===== src/rtl/adc_seq_pkg.sv =====
package adc_seq_pkg;

   // Frame boundary events, each a one-clock pulse in the system domain
   typedef struct packed {
      logic start;    // select fell: a new frame opened
      logic done_ok;  // select rose after exactly one full frame
      logic abort;    // select rose after a short or long frame
   } frame_evt_t;

   // Scan a mask cyclically from index 'from' and return the first set index
   function automatic int unsigned first_set_from(input logic [31:0] mask,
                                                  input int unsigned n,
                                                  input int unsigned from);
      int unsigned r;
      logic        hit;
      r   = 0;
      hit = 1'b0;
      for (int unsigned k = 0; k < 32; k++) begin
         if (k < n && !hit) begin
            if (mask[(from + k) % n]) begin
               r   = (from + k) % n;
               hit = 1'b1;
            end
         end
      end
      return r;
   endfunction

endpackage


===== src/rtl/adc_seq_spi.sv =====
module adc_seq_spi
   import adc_seq_pkg::*;
#(
   parameter int FRAME_W     = 16,
   parameter int SYNC_STAGES = 2
)(
   input  logic               clk,
   input  logic               rst_n,
   input  logic               sclk,
   input  logic               cs_n,
   input  logic               mosi,
   input  logic [FRAME_W-1:0] tx_word,
   output logic               miso,
   output frame_evt_t         evt,
   output logic [FRAME_W-1:0] rx_word
);
   localparam int CNT_W = $clog2(FRAME_W + 2);
   localparam logic [CNT_W-1:0] CNT_FULL = CNT_W'(FRAME_W);
   localparam logic [CNT_W-1:0] CNT_SAT  = CNT_W'(FRAME_W + 1);
   // bit 2 = sclk, bit 1 = cs_n, bit 0 = mosi
   localparam logic [2:0] PIN_IDLE = 3'b010;

   if (FRAME_W < 8)     begin : g_bad_frame $error("FRAME_W too small"); end
   if (SYNC_STAGES < 0) begin : g_bad_sync  $error("SYNC_STAGES negative"); end

   logic [2:0] pins_raw, pins_s;
   assign pins_raw = {sclk, cs_n, mosi};

   if (SYNC_STAGES == 0) begin : g_nosync
      assign pins_s = pins_raw;
   end else begin : g_sync
      logic [2:0] chain [SYNC_STAGES];
      always_ff @(posedge clk or negedge rst_n) begin
         if (!rst_n) begin
            for (int s = 0; s < SYNC_STAGES; s++) chain[s] <= PIN_IDLE;
         end else begin
            chain[0] <= pins_raw;
            for (int s = 1; s < SYNC_STAGES; s++) chain[s] <= chain[s-1];
         end
      end
      assign pins_s = chain[SYNC_STAGES-1];
   end

   logic sclk_s, cs_s, mosi_s, sclk_d, cs_d;
   assign sclk_s = pins_s[2];
   assign cs_s   = pins_s[1];
   assign mosi_s = pins_s[0];

   always_ff @(posedge clk or negedge rst_n) begin
      if (!rst_n) begin
         sclk_d <= 1'b0;
         cs_d   <= 1'b1;
      end else begin
         sclk_d <= sclk_s;
         cs_d   <= cs_s;
      end
   end

   logic cs_fall, cs_rise, sck_rise, sck_fall;
   assign cs_fall  =  cs_d & ~cs_s;
   assign cs_rise  = ~cs_d &  cs_s;
   assign sck_rise = ~sclk_d &  sclk_s & ~cs_s;
   assign sck_fall =  sclk_d & ~sclk_s & ~cs_s;

   logic [CNT_W-1:0]   cnt_q;
   logic [FRAME_W-1:0] rx_q, tx_q;
   frame_evt_t         evt_q;

   always_ff @(posedge clk or negedge rst_n) begin
      if (!rst_n) begin
         cnt_q <= '0;
         rx_q  <= '0;
         tx_q  <= '0;
         evt_q <= '0;
      end else begin
         evt_q.start   <= cs_fall;
         evt_q.done_ok <= cs_rise && (cnt_q == CNT_FULL);
         evt_q.abort   <= cs_rise && (cnt_q != CNT_FULL);
         if (cs_fall) begin
            cnt_q <= '0;
            tx_q  <= tx_word;
         end else begin
            if (sck_rise) begin
               rx_q <= {rx_q[FRAME_W-2:0], mosi_s};
               if (cnt_q != CNT_SAT) cnt_q <= cnt_q + 1'b1;
            end
            if (sck_fall && cnt_q != '0) tx_q <= {tx_q[FRAME_W-2:0], 1'b0};
         end
      end
   end

   assign miso    = ~cs_s & tx_q[FRAME_W-1];
   assign evt     = evt_q;
   assign rx_word = rx_q;

   // a closing pulse is either complete or aborted, never both
   a_r9_close_exclusive: assert property (@(posedge clk) disable iff (!rst_n)
      !(evt_q.done_ok && evt_q.abort));
   // the bit counter never runs past its saturation value
   a_r1_cnt_bounded: assert property (@(posedge clk) disable iff (!rst_n)
      sck_rise |=> cnt_q <= CNT_SAT);

endmodule


===== src/rtl/adc_seq_ctrl.sv =====
module adc_seq_ctrl #(
   parameter int FRAME_W = 16,
   parameter int NUM_CH  = 8
)(
   input  logic               clk,
   input  logic               rst_n,
   input  logic               frame_done,
   input  logic               frame_abort,
   input  logic [FRAME_W-1:0] rx_word,
   output logic [NUM_CH-1:0]  mask,
   output logic               repeat_en,
   output logic               wr_accept
);
   localparam int WR_BIT   = FRAME_W - 1;
   localparam int RP_BIT   = FRAME_W - 2;
   localparam int MASK_TOP = FRAME_W - 3;
   localparam int RSV_W    = FRAME_W - 2 - NUM_CH;

   if (RSV_W < 0) begin : g_bad_fit $error("mask does not fit in frame"); end

   logic [NUM_CH-1:0] mask_in;
   for (genvar i = 0; i < NUM_CH; i++) begin : g_mask_bit
      assign mask_in[i] = rx_word[MASK_TOP - i];
   end

   if (RSV_W > 0) begin : g_rsv
      logic unused_rsvd;
      assign unused_rsvd = ^rx_word[RSV_W-1:0];
   end

   logic [NUM_CH-1:0] mask_q;
   logic              rep_q;

   assign wr_accept = frame_done & rx_word[WR_BIT];

   always_ff @(posedge clk or negedge rst_n) begin
      if (!rst_n) begin
         mask_q <= '0;
         rep_q  <= 1'b0;
      end else if (wr_accept) begin
         mask_q <= mask_in;
         rep_q  <= rx_word[RP_BIT];
      end
   end

   assign mask      = mask_q;
   assign repeat_en = rep_q;

   // an aborted frame leaves the register untouched
   a_r9_abort_keeps_cfg: assert property (@(posedge clk) disable iff (!rst_n)
      frame_abort |=> $stable(mask_q) && $stable(rep_q));
   // a complete frame without the write flag changes nothing
   a_r2_nowrite_keeps_cfg: assert property (@(posedge clk) disable iff (!rst_n)
      (frame_done && !rx_word[WR_BIT]) |=> $stable(mask_q) && $stable(rep_q));

endmodule


===== src/rtl/adc_seq_pick.sv =====
module adc_seq_pick
   import adc_seq_pkg::*;
#(
   parameter int NUM_CH = 8,
   parameter int CH_W   = $clog2(NUM_CH)
)(
   input  logic              clk,
   input  logic              rst_n,
   input  logic              frame_start,
   input  logic              frame_done,
   input  logic              wr_accept,
   input  logic [NUM_CH-1:0] mask,
   input  logic              repeat_en,
   output logic              conv_start,
   output logic [CH_W-1:0]   conv_chan,
   output logic [CH_W-1:0]   infl_chan,
   output logic              infl_launched
);
   if (NUM_CH < 2 || NUM_CH > 32) begin : g_bad_ch $error("NUM_CH out of range"); end

   logic [CH_W-1:0] last_q, chan_d;
   logic            restart_q;
   logic            start_q, launched_q;
   logic [CH_W-1:0] chan_q;
   logic [31:0]     mask_w;

   assign mask_w = 32'(mask);

   always_comb begin
      if (restart_q || !repeat_en)
         chan_d = CH_W'(first_set_from(mask_w, NUM_CH, 0));
      else
         chan_d = CH_W'(first_set_from(mask_w, NUM_CH,
                                       (int'(last_q) + 1) % NUM_CH));
   end

   always_ff @(posedge clk or negedge rst_n) begin
      if (!rst_n) begin
         last_q     <= '0;
         restart_q  <= 1'b1;
         start_q    <= 1'b0;
         launched_q <= 1'b0;
         chan_q     <= '0;
      end else begin
         start_q <= 1'b0;
         if (frame_start) begin
            launched_q <= |mask;
            if (|mask) begin
               start_q <= 1'b1;
               chan_q  <= chan_d;
            end
         end
         if (frame_done) begin
            if (wr_accept) begin
               restart_q <= 1'b1;
            end else if (launched_q) begin
               last_q    <= chan_q;
               restart_q <= 1'b0;
            end
         end
      end
   end

   assign conv_start    = start_q;
   assign conv_chan     = chan_q;
   assign infl_chan     = chan_q;
   assign infl_launched = launched_q;

   // a start pulse only follows a frame opening
   a_r3_start_on_open: assert property (@(posedge clk) disable iff (!rst_n)
      conv_start |-> $past(frame_start));
   // never launch with an empty mask
   a_r3_no_empty_start: assert property (@(posedge clk) disable iff (!rst_n)
      conv_start |-> (mask != '0));
   // the launched input is always an enabled one
   a_r4_chan_enabled: assert property (@(posedge clk) disable iff (!rst_n)
      conv_start |-> mask[conv_chan]);
   // an accepted write arms the restart of the walk
   a_r5_write_restarts: assert property (@(posedge clk) disable iff (!rst_n)
      wr_accept |=> restart_q);

endmodule


===== src/rtl/adc_seq_result.sv =====
module adc_seq_result #(
   parameter int FRAME_W = 16,
   parameter int RES_W   = 10,
   parameter int CH_W    = 3
)(
   input  logic               clk,
   input  logic               rst_n,
   input  logic               frame_start,
   input  logic               frame_done,
   input  logic               frame_abort,
   input  logic               wr_accept,
   input  logic               infl_launched,
   input  logic [CH_W-1:0]    infl_chan,
   input  logic               conv_done,
   input  logic [RES_W-1:0]   conv_data,
   output logic [FRAME_W-1:0] tx_word
);
   localparam int IDX_W = 4;
   localparam int GAP_W = FRAME_W - IDX_W - RES_W;

   if (GAP_W < 0)     begin : g_bad_res $error("result does not fit"); end
   if (CH_W > IDX_W)  begin : g_bad_idx $error("index field too narrow"); end

   logic             cap_valid_q;
   logic [RES_W-1:0] cap_data_q;
   logic             pend_valid_q;
   logic [RES_W-1:0] pend_data_q;
   logic [CH_W-1:0]  pend_chan_q;

   always_ff @(posedge clk or negedge rst_n) begin
      if (!rst_n) begin
         cap_valid_q  <= 1'b0;
         cap_data_q   <= '0;
         pend_valid_q <= 1'b0;
         pend_data_q  <= '0;
         pend_chan_q  <= '0;
      end else begin
         if (frame_start) begin
            cap_valid_q <= 1'b0;
         end else if (conv_done && infl_launched && !cap_valid_q) begin
            cap_valid_q <= 1'b1;
            cap_data_q  <= conv_data;
         end
         if (frame_done) begin
            pend_valid_q <= cap_valid_q && !wr_accept;
            pend_data_q  <= cap_data_q;
            pend_chan_q  <= infl_chan;
         end
      end
   end

   if (GAP_W > 0) begin : g_gap
      assign tx_word = pend_valid_q
         ? {IDX_W'(pend_chan_q), {GAP_W{1'b0}}, pend_data_q} : '0;
   end else begin : g_nogap
      assign tx_word = pend_valid_q ? {IDX_W'(pend_chan_q), pend_data_q} : '0;
   end

   // an accepted write drops the result in flight
   a_r7_write_drops: assert property (@(posedge clk) disable iff (!rst_n)
      wr_accept |=> !pend_valid_q);
   // an aborted frame keeps the held result
   a_r9_abort_keeps_res: assert property (@(posedge clk) disable iff (!rst_n)
      frame_abort |=> $stable(pend_valid_q) && $stable(pend_data_q)
                      && $stable(pend_chan_q));
   // no held result means an all-zero outgoing word
   a_r7_zero_when_empty: assert property (@(posedge clk) disable iff (!rst_n)
      !pend_valid_q |-> (tx_word == '0));

endmodule


===== src/rtl/adc_seq_top.sv =====
module adc_seq_top
   import adc_seq_pkg::*;
#(
   parameter int FRAME_W     = 16,
   parameter int NUM_CH      = 8,
   parameter int RES_W       = 10,
   parameter int SYNC_STAGES = 2,
   localparam int CH_W       = $clog2(NUM_CH)
)(
   input  logic             clk,
   input  logic             rst_n,
   input  logic             spi_sclk,
   input  logic             spi_cs_n,
   input  logic             spi_mosi,
   output logic             spi_miso,
   output logic             conv_start,
   output logic [CH_W-1:0]  conv_chan,
   input  logic             conv_done,
   input  logic [RES_W-1:0] conv_data
);
   frame_evt_t         evt;
   logic [FRAME_W-1:0] rx_word, tx_word;
   logic [NUM_CH-1:0]  mask;
   logic               repeat_en, wr_accept, infl_launched;
   logic [CH_W-1:0]    infl_chan;

   adc_seq_spi #(.FRAME_W(FRAME_W), .SYNC_STAGES(SYNC_STAGES)) u_spi (
      .clk(clk), .rst_n(rst_n), .sclk(spi_sclk), .cs_n(spi_cs_n),
      .mosi(spi_mosi), .tx_word(tx_word), .miso(spi_miso),
      .evt(evt), .rx_word(rx_word));

   adc_seq_ctrl #(.FRAME_W(FRAME_W), .NUM_CH(NUM_CH)) u_ctrl (
      .clk(clk), .rst_n(rst_n), .frame_done(evt.done_ok),
      .frame_abort(evt.abort), .rx_word(rx_word), .mask(mask),
      .repeat_en(repeat_en), .wr_accept(wr_accept));

   adc_seq_pick #(.NUM_CH(NUM_CH), .CH_W(CH_W)) u_pick (
      .clk(clk), .rst_n(rst_n), .frame_start(evt.start),
      .frame_done(evt.done_ok), .wr_accept(wr_accept), .mask(mask),
      .repeat_en(repeat_en), .conv_start(conv_start), .conv_chan(conv_chan),
      .infl_chan(infl_chan), .infl_launched(infl_launched));

   adc_seq_result #(.FRAME_W(FRAME_W), .RES_W(RES_W), .CH_W(CH_W)) u_res (
      .clk(clk), .rst_n(rst_n), .frame_start(evt.start),
      .frame_done(evt.done_ok), .frame_abort(evt.abort),
      .wr_accept(wr_accept), .infl_launched(infl_launched),
      .infl_chan(infl_chan), .conv_done(conv_done), .conv_data(conv_data),
      .tx_word(tx_word));

   // MISO stays low while no frame is open
   a_r1_miso_idle: assert property (@(posedge clk) disable iff (!rst_n)
      (spi_cs_n && $past(spi_cs_n) && $past(spi_cs_n, 2) && $past(spi_cs_n, 3))
      |-> !spi_miso);

endmodule


===== config.mk =====
export PLATFORM = sky130hd
export DESIGN_NAME = adc_seq_top
export DESIGN_NICKNAME = d
export VERILOG_FILES = /design/src/rtl/adc_seq_pkg.sv /design/src/rtl/adc_seq_spi.sv /design/src/rtl/adc_seq_ctrl.sv /design/src/rtl/adc_seq_pick.sv /design/src/rtl/adc_seq_result.sv /design/src/rtl/adc_seq_top.sv
export SDC_FILE = /design/constraint.sdc
export NUM_CORES = 1
export LEC_CHECK = 0
export ABC_AREA = 0
export ABC_CLOCK_PERIOD_IN_PS = 5100
export BUFFER_PORTS_ARGS = -buffer_cell sky130_fd_sc_hd__buf_2
export CAP_MARGIN = 10
export CORE_MARGIN = 3
export CORE_UTILIZATION = 54
export DETAILED_ROUTE_END_ITERATION = 16
export HOLD_SLACK_MARGIN = 0.05
export PLACE_DENSITY = 0.71
export RECOVER_POWER = 50
export SYNTH_ARGS = -nofsm -noshare
export SYNTH_HDL_FRONTEND = slang
export SYNTH_SLANG_ARGS = --single-unit

===== constraint.sdc =====
create_clock -name clk -period 5.1 [get_ports clk]
set_clock_uncertainty 0.1 [all_clocks]
set_input_delay 0.255 -clock clk [delete_from_list [all_inputs] [get_ports clk]]
set_output_delay 0.255 -clock clk [all_outputs]
set_load 0.1 [all_outputs]

==> results of run 1 <==
==> worst reg2reg max path: stages (launching register included) <==
cell      delay, ns
dfrtp_1        0.75
clkinv_1       0.42
ha_1           0.96
xor3_1         0.62
mux2i_1        0.34
and4b_1        0.46
a21oi_2        0.12
nor4b_2        0.25
a221oi_2       0.07
o21ai_2        0.06
==> routing by layer <==
layer / GRT usage [%] / vias to the layer above / part of all wire, %
li1: - / 1393 / -
met1: 25.38 / 1432 / 49
met5: 0 / - / 0.14
met3: 5.097 / 15 / 3.6
met2: 27.87 / 40 / 46
met4: 5.724 / 2 / 1.6
==> Yosys cell counts, drive strengths merged, types with 4 or more instances <==
master  instances  area share, %
o21ai          25            3.0
nand2          18            1.5
mux2i          24            5.4
ha              5            1.4
mux4           11            5.5
dfrtp          86             48
nor3           10            1.1
clkbuf          8           0.67
mux2           55             14
nor2           25            2.1
dfstp           4            2.3
a21oi          10            1.2
nand3          15            1.7
xor2            5           0.98
buf            12            1.6
inv            10           0.84
==> area by class of cell <==
cell class	count	area [sq um]
tap	102	127.6
clock buffer	12	165.2
timing repair buffer	37	252.7
clock inverter	4	32.53
fill	627	2925
inverter	11	41.29
sequential	90	2257
multi-input combinational	246	2086
==> state kept, by name, summed over array words and instances (netlist names) <==
name                  count
u_res.cap_valid_q         1
u_spi.rx_word            16
u_res.pend_data_q        10
u_spi.evt                 2
u_res.cap_data_q         10
u_res.pend_valid_q        1
u_spi.cnt_q               5
u_ctrl.repeat_en          1
u_pick.restart_q          1
u_ctrl.mask               8
u_spi.cs_d                1
u_spi.g_sync.chain        3
u_pick.infl_launched      1
u_res.pend_chan_q         3
u_pick.conv_start         1
u_spi.pins_s              3
u_pick.conv_chan          3
u_spi.sclk_d              1
u_pick.last_q             3
u_spi.tx_q               16
==> through the flow <==
step                utilization, %  cell area (sq um)  total power, uW
CTS                          63.07               4975             1297
floorplan                        -               4488            790.7
global route                 62.91               4962             1332
finish                       62.91               4962             1281
detailed placement           58.79               4637            821.5
global placement             58.79               4637            817.6
==> report_power, final <==
part | switching (uW) | internal, uW | total (uW)
Combinational | 33.5 | 31.4 | 64.9
Clock | 249 | 220 | 468
Sequential | 13.2 | 735 | 748
Total | 295 | 986 | 1280
==> kinds of logic after synthesis <==
group / Yosys count / share of synthesized area [%]
multiplexers: 90 / 24.76
buffers and inverters: 31 / 3.234
AND/OR/NAND/NOR: 91 / 10.29
XOR/XNOR: 9 / 2.397
flip-flops: 90 / 50.29
adder cells (fa/ha/maj): 5 / 1.394
AO/OA/AOI/OAI: 51 / 7.639
==> how the worst min path moves through the flow <==
stage,startpoint,endpoint,slack [ns],cells after the start
2_1_floorplan,rst_n,u_ctrl.mask[0]$_DFFE_PN0P_,-0.14,0
6_report,conv_done,u_res.cap_valid_q$_DFFE_PN0P_,0.09,3
3_5_place_dp,rst_n,u_spi.rx_word[4]$_DFFE_PN0P_,0.15,1
5_1_grt,conv_done,u_res.cap_valid_q$_DFFE_PN0P_,0.12,3
3_3_place_gp,rst_n,u_spi.rx_word[4]$_DFFE_PN0P_,0.15,1
4_1_cts,conv_done,u_res.cap_valid_q$_DFFE_PN0P_,0.08,3
==> results_dict.tcl, run 1 <==
set metrics [dict create \
    status "complete, but fails checks" \
    violations "capacitance limit, slew limit" \
    drtPass1Iterations 4 \
    area_growth_syn_to_layout_pct 10.57 \
    tritoncts "yes" \
    wl_per_cell_microns 16.06 \
    hold_buffers 14 \
    grt_pass1_vias 2848 \
    num-nets-final 416 \
    drv_slew 40 \
    synth.avg_cell_area_sq_um 12.23 \
    fin_hold_ws_ns 0.08771 \
    core_area_sq_mm 0.007888 \
    tightest_slew_ns 2.050 \
    vias 2882 \
    grt_max_degree 53 \
    synth_seq_area_share_pct 50.29 \
    slowest_stage "ha_1" \
    fin_setup_tns_ns 0 \
    power.leakage_uw 0.002293 \
    hpwl_mm 5.506 \
    max_stage_delay_ns 0.96 \
    path_buf_inv 1 \
    numCtsBuffers 9 \
    cts.sinks 90 \
    cap_violations 1 \
    antenna_found_initial 1 \
    htreeDepth 3 \
    relSlewSlack_pct -36.69 \
    rsz0062_at_grt "false" \
    io_buffer_count 20 \
    syn_nets 388 \
    io_pins 21 \
    via_per_inst 5.741 \
    synth_cell_types 58 \
    powerDensity_mw_per_mm2 258.2 \
    crit_chain "clkinv_1 -> ha_1 -> xor3_1 -> mux2i_1 -> and4b_1 -> a21oi_2 -> nor4b_2 -> a221oi_2 -> o21ai_2" \
    final_cell_mix "86 x dfrtp_1, 54 x mux2_2, 24 x nor2_1, 24 x mux2i_1, 22 x o21ai_0" \
    ys_warn_count 0 \
    drive_gt1_share_pct 28.25 \
    path_delay_family "adder cells" \
    dp.cells 472 \
    netlist_instances 367 \
    final_common_cell "dfrtp_1" \
    ys.flop_type "dfrtp_1" \
    clockBufferDepth 2 \
    setup_viol_count_final 0 \
    irDropWorstVdd_mv 0.1978 \
    cp.arrival_ns 4.37 \
    grt_pass1_wl_mm 14.10 \
    ant_nets 0 \
    r2r_slack_ns 0.92 \
    crit_end "u_pick.conv_chan[0]$_DFFE_PN0P_" \
    grt-ovfl-total 0 \
    finalHoldViolations 0 \
    start_util_pct 56.90 \
    fin_cells 502 \
    cts-root-buf "clkbuf_8" \
    crit_path_start_kind "register" \
    die_x_microns 97.17 \
    route.detailed.drc 0 \
    crit_fanout 22 \
    cts_resized 0 \
    syn_area_sq_mm 0.004488 \
    cp.depth 9 \
    rr_startpoint "u_pick.last_q[0]$_DFFE_PN0P_" \
    clkTransAtPathRegs_ns 0.09 \
    setup_slack_ns 0.9250 \
    fmax_mhz 239.5 \
    die_height_microns 97.17 \
    crit_required_ns 5.30 \
    setup.worst_path.start "u_pick.last_q[0]$_DFFE_PN0P_" \
    rows 32 \
    drt_iter0_markers 134 \
    grtUsageTotal_pct 18.23 \
    antennaDiodeCount 0 \
    place_worst_setup_slack_ns 0.9572 \
    routed_wl_mm 8.062 \
    die_area_sq_mm 0.009441 \
    worstSetupPathType "reg2reg" \
    hold_class "in2reg" \
    synth_seq_cells 90 \
    postCtsSetupRepairBufs 0 \
    period_share_pct 81.86 \
    clock_latency_ns 0.36 \
    synth_edf_count 0 \
    async_flop_share_pct 100.0 \
    r2r_end "u_pick.conv_chan[0]$_DFFE_PN0P_" \
    min_period_ns 4.175 \
    place.gp.congestion 0.9247 \
    end_kind "register" \
    r2r_cells 9 \
]
Power figures use the tool's default switching activity.
==> run 2, diff against run 1 <==
--- a/config.mk
+++ b/config.mk
@@ -6,7 +6,7 @@
 export NUM_CORES = 1
 export LEC_CHECK = 0
 export ABC_AREA = 0
-export ABC_CLOCK_PERIOD_IN_PS = 5100
+export ABC_CLOCK_PERIOD_IN_PS = 4200
 export BUFFER_PORTS_ARGS = -buffer_cell sky130_fd_sc_hd__buf_2
 export CAP_MARGIN = 10
 export CORE_MARGIN = 3
==> constraint.sdc (replaced) <==
create_clock -name clk -period 4.2 [get_ports clk]
set_clock_uncertainty 0.1 [all_clocks]
set_input_delay 0.21 -clock clk [delete_from_list [all_inputs] [get_ports clk]]
set_output_delay 0.21 -clock clk [all_outputs]
set_load 0.1 [all_outputs]
==> results_dict.tcl, run 2 (synthesized netlist as in run 1, its figures left out) <==
set metrics [dict create \
    area_growth_syn_to_layout_pct 10.84 \
    crit_path_start_kind "register" \
    place_worst_setup_slack_ns 1.013 \
    hpwl_mm 5.533 \
    grt_max_degree 91 \
    antenna_found_initial 0 \
    die_area_sq_mm 0.009441 \
    cp.arrival_ns 3.40 \
    vias 2928 \
    worstSetupPathType "reg2reg" \
    r2r_slack_ns 0.98 \
    cts.sinks 90 \
    powerDensity_mw_per_mm2 304.7 \
    final_cell_mix "86 x dfrtp_1, 54 x mux2_2, 24 x nor2_1, 24 x mux2i_1, 22 x o21ai_0" \
    numCtsBuffers 9 \
    grt-ovfl-total 0 \
    routed_wl_mm 8.222 \
    fin_setup_tns_ns 0 \
    final_common_cell "dfrtp_1" \
    status "complete, but fails checks" \
    setup_viol_count_final 0 \
    num-nets-final 420 \
    fmax_mhz 310.8 \
    route.detailed.drc 0 \
    postCtsSetupRepairBufs 0 \
    relSlewSlack_pct -42.18 \
    finalHoldViolations 0 \
    grt_pass1_wl_mm 14.28 \
    rsz0062_at_grt "false" \
    ant_nets 0 \
    drt_iter0_markers 273 \
    die_x_microns 97.17 \
    clockBufferDepth 2 \
    place.gp.congestion 0.8787 \
    irDropWorstVdd_mv 0.2754 \
    power.leakage_uw 0.002308 \
    period_share_pct 76.61 \
    tritoncts "yes" \
    final_util_pct 63.07 \
    fin_area_sq_mm 0.004975 \
    die_height_microns 97.17 \
    io_buffer_count 20 \
    antennaDiodeCount 0 \
    via_per_inst 5.787 \
    start_util_pct 56.90 \
    clock_latency_ns 0.36 \
    htreeDepth 3 \
    rows 32 \
    cap_violations 1 \
    grt_pass1_vias 2905 \
    cts-root-buf "clkbuf_8" \
    hold_class "reg2reg" \
    clkTransAtPathRegs_ns 0.10 \
    crit_required_ns 4.38 \
    n_fill_cell 628 \
    min_period_ns 3.218 \
    drtPass1Iterations 6 \
    cts_resized 0 \
    core_area_sq_mm 0.007888 \
    drv_slew 91 \
    grtUsageTotal_pct 18.46 \
    end_kind "register" \
    crit_fanout 17 \
    violations "capacitance limit, slew limit" \
    drive_gt1_share_pct 28.47 \
    wl_per_cell_microns 16.25 \
    setup_slack_ns 0.9824 \
    place_area_sq_mm 0.004659 \
    io_pins 21 \
    tightest_slew_ns 2.133 \
]
[run 2: timing repair]
action                     4_1_cts  5_1_grt
setup endpoints to repair        0        0
hold buffers                    15        0
hold endpoints to repair       100        0
[run 2: per-stage QoR]
step / hold slack (ns) / total power (uW) / cells
finish: 0.2572 / 1516 / 506
global route: 0.2714 / 1594 / 506
CTS: 0.2597 / 1533 / 506
detailed placement: 0.2201 / 995.3 / 475
global placement: 0.2153 / 991.5 / 475
floorplan: -0.1856 / 960.2 / 367
[run 2: final timing paths]
kind	startpoint	to	cells past startpoint
setup / recovery	u_pick.last_q[0]$_DFFE_PN0P_	u_pick.conv_chan[0]$_DFFE_PN0P_	10
min in group asynchronous	rst_n	u_spi.rx_word[6]$_DFFE_PN0P_	2
hold reg to reg	u_spi.g_sync.chain[3]$_DFF_PN0_	u_spi.pins_s[0]$_DFF_PN0_	0
max in group asynchronous	rst_n	u_spi.tx_q[5]$_DFFE_PN0P_	2
hold / removal	u_spi.g_sync.chain[3]$_DFF_PN0_	u_spi.pins_s[0]$_DFF_PN0_	0
setup reg to reg	u_pick.last_q[0]$_DFFE_PN0P_	u_pick.conv_chan[0]$_DFFE_PN0P_	10
[run 2: worst max-delay path, stage by stage, from the launching register on]
cell and delay, ns:
dfrtp_1 0.35, clkinv_1 0.08, ha_1 0.68, buf_4 0.27, mux4_2 0.36, mux2i_1 0.34
and4b_1 0.44, a21oi_2 0.11, nor4b_2 0.28, a221oi_2 0.08, o21ai_2 0.07
[run 2: layout make-up]
cell class                 instances  area [sq um]  area share (%)
timing repair buffer              41         287.8           5.785
tap                              102         127.6           2.565
clock buffer                      10         127.6           2.565
clock inverter                     6         47.55          0.9557
sequential                        90          2257           45.37
multi-input combinational        246          2086           41.93
inverter                          11         41.29          0.8300
[run 2: power breakdown]
group          switching, uW  internal, uW
clock network            306           224
registers               14.3           892
logic                   40.9          38.5
[run 2: layer usage]
layer,vias up,GRT usage [%],wire length (microns),share of wire (%)
li1,1400,-,-,-
met1,1457,26.58,3859,47
met2,61,27.87,3876,47
met3,10,5.312,402,4.9
met4,0,4.320,85,1.0
met5,-,0,0,0
==> run 3, diff against run 2 <==
--- a/config.mk
+++ b/config.mk
@@ -6,14 +6,14 @@
 export NUM_CORES = 1
 export LEC_CHECK = 0
 export ABC_AREA = 0
-export ABC_CLOCK_PERIOD_IN_PS = 4200
+export ABC_CLOCK_PERIOD_IN_PS = 2900
 export BUFFER_PORTS_ARGS = -buffer_cell sky130_fd_sc_hd__buf_2
 export CAP_MARGIN = 10
 export CORE_MARGIN = 3
 export CORE_UTILIZATION = 54
 export DETAILED_ROUTE_END_ITERATION = 16
 export HOLD_SLACK_MARGIN = 0.05
-export PLACE_DENSITY = 0.71
+export PLACE_DENSITY = 0.74
 export RECOVER_POWER = 50
 export SYNTH_ARGS = -nofsm -noshare
 export SYNTH_HDL_FRONTEND = slang
==> constraint.sdc (replaced) <==
create_clock -name clk -period 2.9 [get_ports clk]
set_clock_uncertainty 0.1 [all_clocks]
set_input_delay 0.145 -clock clk [delete_from_list [all_inputs] [get_ports clk]]
set_output_delay 0.145 -clock clk [all_outputs]
set_load 0.1 [all_outputs]
==> results_dict.tcl, run 3 (synthesized netlist as in run 1, its figures left out) <==
set metrics [dict create \
    p_sw_uw 491.2 \
    routed_wl_mm 8.608 \
    io_pins 21 \
    clock_latency_ns 0.35 \
    rows 32 \
    powerDensity_mw_per_mm2 460.7 \
    place.gp.congestion 0.8366 \
    drv_slew 0 \
    clockBufferDepth 2 \
    cp.arrival_ns 2.96 \
    p_sw_share_pct 20.88 \
    crit_required_ns 3.08 \
    ant_nets 0 \
    power.share.clock_pct 39.1 \
    relSlewSlack_pct 29.04 \
    hold_class "reg2reg" \
    grt_max_degree 44 \
    cap_violations 0 \
    route.detailed.drc 0 \
    rsz0062_at_grt "false" \
    postCtsSetupRepairBufs 0 \
    vias 2956 \
    n_fill_cell 576 \
    fin_setup_tns_ns 0 \
    via_per_inst 5.751 \
    final_common_cell "dfrtp_1" \
    start_util_pct 56.90 \
    setup_viol_count_final 0 \
    holdPathStages 0 \
    comb_power_share_pct 5.0 \
    tightest_slew_ns 1.064 \
    finalHoldViolations 0 \
    cts.sinks 90 \
    clkTransAtPathRegs_ns 0.08 \
    worstSetupPathType "reg2reg" \
    tritoncts "yes" \
    grt_pass1_wl_mm 14.68 \
    final_cell_mix "86 x dfrtp_1, 54 x mux2_2, 24 x nor2_1" \
    grt-ovfl-total 0 \
    die_height_microns 97.17 \
    numCtsBuffers 9 \
    setup_slack_ns 0.1154 \
    crit_fanout 14 \
    min_period_ns 2.785 \
    r2r_cells 11 \
    r2r_end "u_pick.conv_chan[0]$_DFFE_PN0P_" \
    r2r_slack_ns 0.12 \
    p_int_uw 1862 \
    antenna_found_initial 0 \
    rr_startpoint "u_pick.last_q[0]$_DFFE_PN0P_" \
    area_growth_syn_to_layout_pct 13.80 \
    grtUsageTotal_pct 19.26 \
    io_buffer_count 20 \
    drive_gt1_share_pct 31.31 \
    status "completed" \
    hpwl_mm 5.982 \
    grt_pass1_vias 2973 \
    drt_iter0_markers 251 \
    cts-root-buf "clkbuf_8" \
    end_kind "register" \
    period_share_pct 96.02 \
    hold_start "u_spi.g_sync.chain[5]$_DFF_PN0_" \
    die_area_sq_mm 0.009441 \
    die_x_microns 97.17 \
    drtPass1Iterations 4 \
    core_area_sq_mm 0.007888 \
    seq_power_share_pct 55.9 \
    crit_path_start_kind "register" \
    p_total_uw 2353 \
    irDropWorstVdd_mv 0.4252 \
    min_to "u_spi.pins_s[2]$_DFF_PN0_" \
    power.leakage_uw 0.002372 \
    wl_per_cell_microns 16.75 \
    place_worst_setup_slack_ns 0.1155 \
    antennaDiodeCount 0 \
    htreeDepth 3 \
    fmax_mhz 359.1 \
    num-nets-final 428 \
]
==> run 3: changes by cell type in the layout (fill, tap and decap cells not counted), moves of 2 or more <==
cell	change
buf_2	+2
buf_4	+7
bufinv_16	+2
inv_6	-2
==> run 3: what timing repair did <==
| action | CTS | global route |
|---|---|---|
| setup endpoints to repair | 0 | 3 |
| hold buffers | 15 | 0 |
| endpoints found under the hold margin | 55 | 0 |
| resized for setup | 0 | 2 |
==> run 3: power groups by stage <==
| stage | Combinational [uW] | Sequential (uW) | Clock [uW] |
|---|---|---|---|
| 2_1_floorplan | 57.4 | 1330 | 0 |
| 3_3_place_gp | 101 | 1340 | 0 |
| 4_1_cts | 121 | 1320 | 953 |
| 3_5_place_dp | 105 | 1340 | 0 |
| 6_report | 116 | 1320 | 921 |
| 5_1_grt | 132 | 1320 | 1010 |
==> run 3: worst max path at each step <==
stage | start | endpoint | slack [ns]
2_1_floorplan | u_pick.last_q[0]$_DFFE_PN0P_ | u_pick.conv_chan[0]$_DFFE_PN0P_ | 0.02
3_3_place_gp | u_pick.last_q[0]$_DFFE_PN0P_ | u_pick.conv_chan[0]$_DFFE_PN0P_ | 0.16
3_5_place_dp | u_pick.last_q[0]$_DFFE_PN0P_ | u_pick.conv_chan[0]$_DFFE_PN0P_ | 0.12
4_1_cts | u_pick.last_q[0]$_DFFE_PN0P_ | u_pick.conv_chan[0]$_DFFE_PN0P_ | 0.07
5_1_grt | u_pick.last_q[0]$_DFFE_PN0P_ | u_pick.conv_chan[0]$_DFFE_PN0P_ | 0.004
6_report | u_pick.last_q[0]$_DFFE_PN0P_ | u_pick.conv_chan[0]$_DFFE_PN0P_ | 0.12
==> run 3: metrics by stage <==
stage                     hold WS [ns]  area, sq um  cells  utilization, %
after floorplan                -0.2506         4507    367               -
after global placement         0.05668         4733    483           60.01
after detailed placement       0.06041         4733    483           60.01
after CTS                       0.2226         5105    514           64.72
after global routing            0.2713         5107    514           64.75
final                           0.2548         5107    514           64.75
==> run 3: routing by layer <==
metal	global-route usage [%]	part of all wire, %
met1	26.44	46
met2	30.31	49
met3	5.025	3.5
met4	5.724	1.4
met5	0	0
==> run 3: worst max-delay path, cell delays in order, from the launching register on <==
cell	delay, ns
dfrtp_1	0.40
buf_4	0.21
ha_1	0.24
buf_4	0.17
xor3_1	0.42
mux2i_2	0.27
buf_4	0.16
nand2_1	0.05
a211oi_1	0.29
nor4b_4	0.28
a221oi_2	0.06
o21ai_2	0.06
==> run 3: final cells by class <==
type | instances | area, sq um | share of cell area, %
Inverter | 11 | 42.54 | 0.8329
Tap cell | 102 | 127.6 | 2.499
Multi-Input combinational cell | 246 | 2111 | 41.33
Clock buffer | 12 | 145.1 | 2.842
Sequential cell | 90 | 2257 | 44.19
Clock inverter | 4 | 76.32 | 1.494
Timing Repair Buffer | 49 | 347.8 | 6.810
